===== src/rtl/excp_pkg.sv =====
package excp_pkg;
    localparam logic [4:0] IDX_BADVA  = 5'd8;
    localparam logic [4:0] IDX_STATUS = 5'd12;
    localparam logic [4:0] IDX_CAUSE  = 5'd13;
    localparam logic [4:0] IDX_EPC    = 5'd14;

    localparam logic [4:0] CODE_ADDR = 5'd4;
    localparam logic [4:0] CODE_OVF  = 5'd12;
    localparam logic [4:0] CODE_IRQ  = 5'd16;

    localparam logic [31:0] STATUS_WMASK = 32'h0000_FF0F;

    typedef enum logic [1:0] {
        ST_RUN     = 2'd0,
        ST_TRAP    = 2'd1,
        ST_HANDLER = 2'd2
    } xstate_e;
endpackage


===== src/rtl/excp_prio.sv =====
module excp_prio import excp_pkg::*; #(
    parameter int NIRQ = 8
) (
    input  logic            boundary,
    input  xstate_e         state,
    input  logic            addr_err,
    input  logic            ovf,
    input  logic [NIRQ-1:0] irq,
    input  logic            gie,
    input  logic [NIRQ-1:0] imask,
    output logic            take,
    output logic [4:0]      code
);
    logic [NIRQ-1:0] hit;

    for (genvar k = 0; k < NIRQ; k++) begin : g_mask
        assign hit[k] = irq[k] & imask[k];
    end

    logic open_slot;
    logic irq_ok;

    assign open_slot = boundary && (state != ST_TRAP);
    assign irq_ok    = gie && (|hit);
    assign take      = open_slot && (addr_err || ovf || irq_ok);

    always_comb begin
        if (addr_err)  code = CODE_ADDR;
        else if (ovf)  code = CODE_OVF;
        else           code = CODE_IRQ;
    end
endmodule


===== src/rtl/excp_fsm.sv =====
module excp_fsm import excp_pkg::*; (
    input  logic    clk,
    input  logic    rst_n,
    input  logic    take,
    input  logic    eret,
    output xstate_e state,
    output logic    trap_cycle,
    output logic    eret_ok
);
    xstate_e nxt;

    always_ff @(posedge clk or negedge rst_n) begin
        if (!rst_n) state <= ST_RUN;
        else        state <= nxt;
    end

    always_comb begin
        nxt = state;
        unique case (state)
            ST_RUN:     if (take) nxt = ST_TRAP;
            ST_TRAP:    nxt = ST_HANDLER;
            ST_HANDLER: if (take) nxt = ST_TRAP;
                        else if (eret) nxt = ST_RUN;
            default:    nxt = ST_RUN;
        endcase
    end

    always_comb begin
        trap_cycle = (state == ST_TRAP);
        eret_ok    = (state == ST_HANDLER) && eret && !take;
    end
endmodule


===== src/rtl/excp_regs.sv =====
module excp_regs import excp_pkg::*; #(
    parameter int NIRQ = 8
) (
    input  logic            clk,
    input  logic            rst_n,
    input  logic            take,
    input  logic [4:0]      code,
    input  logic [31:0]     pc,
    input  logic [31:0]     bad_addr,
    input  logic            eret_ok,
    input  logic            we,
    input  logic [4:0]      idx,
    input  logic [31:0]     wdata,
    input  logic [NIRQ-1:0] irq,
    output logic [31:0]     rdata,
    output logic [31:0]     status,
    output logic [31:0]     cause,
    output logic [31:0]     epc,
    output logic [31:0]     badva
);
    logic [4:0]  code_q;
    logic [31:0] status_d, epc_d;

    always_comb begin
        status_d = status;
        epc_d    = epc;
        if (we && idx == IDX_STATUS) status_d = wdata & STATUS_WMASK;
        if (we && idx == IDX_EPC)    epc_d    = wdata;
        if (eret_ok)                 status_d[1:0] = status_d[3:2];
        if (take) begin
            status_d[3:2] = status_d[1:0];
            status_d[1:0] = 2'b00;
            epc_d         = pc;
        end
    end

    always_ff @(posedge clk or negedge rst_n) begin
        if (!rst_n) begin
            status <= '0;
            epc    <= '0;
            badva  <= '0;
            code_q <= '0;
        end else begin
            status <= status_d;
            epc    <= epc_d;
            if (take) code_q <= code;
            if (take && code == CODE_ADDR) badva <= bad_addr;
        end
    end

    always_comb begin
        cause = '0;
        cause[8 +: NIRQ] = irq;
        cause[6:2] = code_q;
    end

    always_comb begin
        unique case (idx)
            IDX_BADVA:  rdata = badva;
            IDX_STATUS: rdata = status;
            IDX_CAUSE:  rdata = cause;
            IDX_EPC:    rdata = epc;
            default:    rdata = '0;
        endcase
    end
endmodule


===== src/rtl/excp_ctrl_unit.sv =====
module excp_ctrl_unit import excp_pkg::*; #(
    parameter int          NIRQ   = 8,
    parameter logic [31:0] VECTOR = 32'h8000_0180
) (
    input  logic            clk,
    input  logic            rst_n,
    input  logic [31:0]     pc_i,
    input  logic            boundary_i,
    input  logic            ovf_i,
    input  logic            addr_err_i,
    input  logic [31:0]     bad_addr_i,
    input  logic [NIRQ-1:0] irq_i,
    input  logic            eret_i,
    input  logic            cp_we_i,
    input  logic [4:0]      cp_idx_i,
    input  logic [31:0]     cp_wdata_i,
    output logic [31:0]     cp_rdata_o,
    output logic            take_o,
    output logic [31:0]     redirect_o
);
    xstate_e     state_w;
    logic        take_w, eret_ok_w;
    logic [4:0]  code_w;
    logic [31:0] status_w, cause_w, epc_w, badva_w;

    excp_prio #(.NIRQ(NIRQ)) u_prio (
        .boundary (boundary_i),
        .state    (state_w),
        .addr_err (addr_err_i),
        .ovf      (ovf_i),
        .irq      (irq_i),
        .gie      (status_w[0]),
        .imask    (status_w[8 +: NIRQ]),
        .take     (take_w),
        .code     (code_w)
    );

    excp_fsm u_fsm (
        .clk        (clk),
        .rst_n      (rst_n),
        .take       (take_w),
        .eret       (eret_i),
        .state      (state_w),
        .trap_cycle (take_o),
        .eret_ok    (eret_ok_w)
    );

    excp_regs #(.NIRQ(NIRQ)) u_regs (
        .clk      (clk),
        .rst_n    (rst_n),
        .take     (take_w),
        .code     (code_w),
        .pc       (pc_i),
        .bad_addr (bad_addr_i),
        .eret_ok  (eret_ok_w),
        .we       (cp_we_i),
        .idx      (cp_idx_i),
        .wdata    (cp_wdata_i),
        .irq      (irq_i),
        .rdata    (cp_rdata_o),
        .status   (status_w),
        .cause    (cause_w),
        .epc      (epc_w),
        .badva    (badva_w)
    );

    assign redirect_o = take_o ? VECTOR : epc_w;
endmodule


===== config.mk =====
export PLATFORM = sky130hd
export DESIGN_NAME = excp_ctrl_unit
export DESIGN_NICKNAME = d
export VERILOG_FILES = /design/src/rtl/excp_pkg.sv /design/src/rtl/excp_prio.sv /design/src/rtl/excp_fsm.sv /design/src/rtl/excp_regs.sv /design/src/rtl/excp_ctrl_unit.sv
export SDC_FILE = /design/constraint.sdc
export NUM_CORES = 1
export LEC_CHECK = 0
export CORE_ASPECT_RATIO = 1.5
export CORE_MARGIN = 2
export CORE_UTILIZATION = 40
export DETAILED_ROUTE_END_ITERATION = 10
export DONT_BUFFER_PORTS = 1
export PLACE_DENSITY_LB_ADDON = 0.05
export SLEW_MARGIN = 20
export SYNTH_ARGS = -nofsm -noshare
export SYNTH_HDL_FRONTEND = slang
export SYNTH_HIERARCHICAL = 1
export SYNTH_SLANG_ARGS = --single-unit

===== constraint.sdc =====
create_clock -name clk -period 2.1 [get_ports clk]
set_input_delay 0.105 -clock clk [delete_from_list [all_inputs] [get_ports clk]]
set_output_delay 0.105 -clock clk [all_outputs]
set_load 0.02 [all_outputs]

==> results.txt <==
Outcome: finished clean
Number of global-route vias before repair: 4132
Core area: 11400 um2
Final Hold Violating Endpoints: 0
Fillers: 1074
Total CTS buffers: 9
Pin count of the biggest net entering global routing: 84
Drt total wl: 14800 um
Post-DR vias/cell: 5.82
CP Launch Type: register
CP max FO: 3
Post-CTS setup repair buffer count: 0
Post-DP HPWL: 9680 um
Fmax achieved: 493 MHz
Min Tclk post-route: 2.03 ns
R2R cell count: 6
Mapped Area: 4620 um2
Reg clk slew, reported paths: 0.06 ns
Chip Width: 91.8 um
Antenna viol nets, final: 0
Nets: 643
Crit path cell chain: a22oi_1 > and3_2 > a31oi_4 > and4bb_2 > nand2b_4 > mux4_2
Total number of vias: 3972
CTS H-tree depth: 3
Clk_lat worst skew: 0.34 ns
WHS: 0.0151 ns
Port-buffer cells: 0
Peak supply drop: 0.000398 V
# setup viols final: 0
Worst flop-to-flop path startpoint: u_regs/status[11]
Unrepaired setup endpoints after global routing: no
Slowest stage delay, CP: 0.49 ns
CP Data Arrival Time: 2.23 ns
Fraction of layout cells with a size suffix above 1: 17.3%
Setup crit end kind: register
Area growth syn-to-layout: 30.4%
DRC viols: 0
Fin crit share: 96.7%
Gp weighted congestion: 0.801
Syn Area/Cell: 10.3 um2
Ports: 181
Clock tree sinks: 83
Utilization after layout: 52.8%
CTS Root Cell: clkbuf_16
Die H: 136 um
Gr ovfl total: 0
Initial antenna violation count: 0
Initial Util: 40.5%
Normalized max-slew margin: 41.3%
Hold Path Depth: 1
Clk buf depth: 2
Worst Hold End: u_regs/status[2]
Number of DRC markers in iteration 0: 186
Row count: 48
Clock skew: 0.00700 ns
Max-Cap Viols: 0
R2r setup slk: 0.07 ns
CTS tree: done
Die footprint: 12400 um2
First-pass GRT wire length: 23100 um
Hold crit path type: primary input to register
Slew Limit Fails: 0
Leakage: 2.43 nW
Drt pass-1 iters: 4
Synth warn: 6
Diodes inserted: 0
Power Density: 920 nW/um2
Hold path start: cp_wdata_i[0]
Routed length per instance: 21.7 um
CP max stage cell: mux4_2
Critical path class: register to register
Reg2Reg Capture Point: u_regs/status[3]
Worst EP required: 2.30 ns
GRT Resource Usage Total: 23.9%
Overall power: 0.00555 W
Slew @ Worst Pin: 0.879 ns
Synthesized instance count: 450
[placed cells by master (no fill, tap or decap), types with 9 or more instances in the layout]
cell type / instances
a21oi_1: 32
a31oi_1: 26
inv_1: 11
clkbuf_16: 9
buf_4: 15
o21ai_0: 32
mux2_2: 45
dfrtp_1: 83
dlygate4sd3_1: 90
nand3_1: 27
nor2b_1: 65
o2111ai_1: 9
a22o_1: 17
[sequential cells by signal (all words and copies together) (netlist names)]
register,count
u_regs/badva,32
u_regs/status,12
u_fsm/state,2
u_regs/epc,32
u_regs/code_q,5
[worst max-delay path: cells and delay by family (launching register included)]
kind / cells / cell delay (ns)
mux: 1 / 0.49
flops: 1 / 0.40
compound gates: 2 / 0.29
simple gates: 3 / 0.72
[per-layer routing]
metal	vias up	wire, um	GRT usage (%)
met5	-	0	0
met4	0	255	8.29
met3	17	1050	5.40
met2	160	7230	38.9
met1	1990	6290	31.5
li1	1805	-	-
[repair_timing]
| action | 4_1_cts | 5_1_grt |
|---|---|---|
| hold buffers | 91 | 0 |
| gates resized for setup | 2 | 1 |
| cloned | 1 | 0 |
| endpoints found under the setup margin | 34 | 15 |
| hold endpoints to repair | 156 | 0 |
[how the worst max path moves through the flow]
stage	from	end	slack [ns]	cells after the start
after CTS	u_fsm/state[1]	redirect_o[6]	0.04	2
final	u_regs/status[11]	u_regs/status[3]	0.07	6
after detailed placement	u_regs/status[11]	u_regs/status[2]	-0.02	6
after floorplan	u_regs/status[8]	u_regs/status[2]	0.04	7
after global routing	u_regs/status[11]	u_regs/status[3]	0.006	6
after global placement	u_regs/status[11]	u_regs/status[2]	0.06	6
[cell type report]
| class | count | area (um2) | share of cell area (%) |
|---|---|---|---|
| multi-input cells | 314 | 2330 | 38.7 |
| flip-flops and latches | 83 | 2080 | 34.5 |
| repair buffers | 108 | 1080 | 17.9 |
| clock inverters | 3 | 46.3 | 0.768 |
| clock buffers | 13 | 260 | 4.32 |
| inverters | 11 | 41.3 | 0.685 |
| well taps | 150 | 188 | 3.11 |
[through the flow]
stage | cell area, um2 | cells | TNS, ns | setup slack, ns
after floorplan | 4630 | 451 | 0 | 0.0398
after global placement | 4770 | 574 | 0 | 0.0619
after detailed placement | 4770 | 574 | -0.0270 | -0.0212
after CTS | 6020 | 682 | 0 | 0.0416
after global routing | 6030 | 682 | 0 | 0.00622
final | 6030 | 682 | 0 | 0.0701
[power by group]
group / total, W / internal, W / switching, W / leakage [nW]
registers: 0.00235 / 0.00206 / 0.000286 / 0.988
logic: 0.00156 / 0.000680 / 0.000877 / 1.29
clock network: 0.00164 / 0.000990 / 0.000649 / 0.146
total: 0.00555 / 0.00373 / 0.00181 / 2.43
Note: power is estimated with default switching activity, not from simulation.
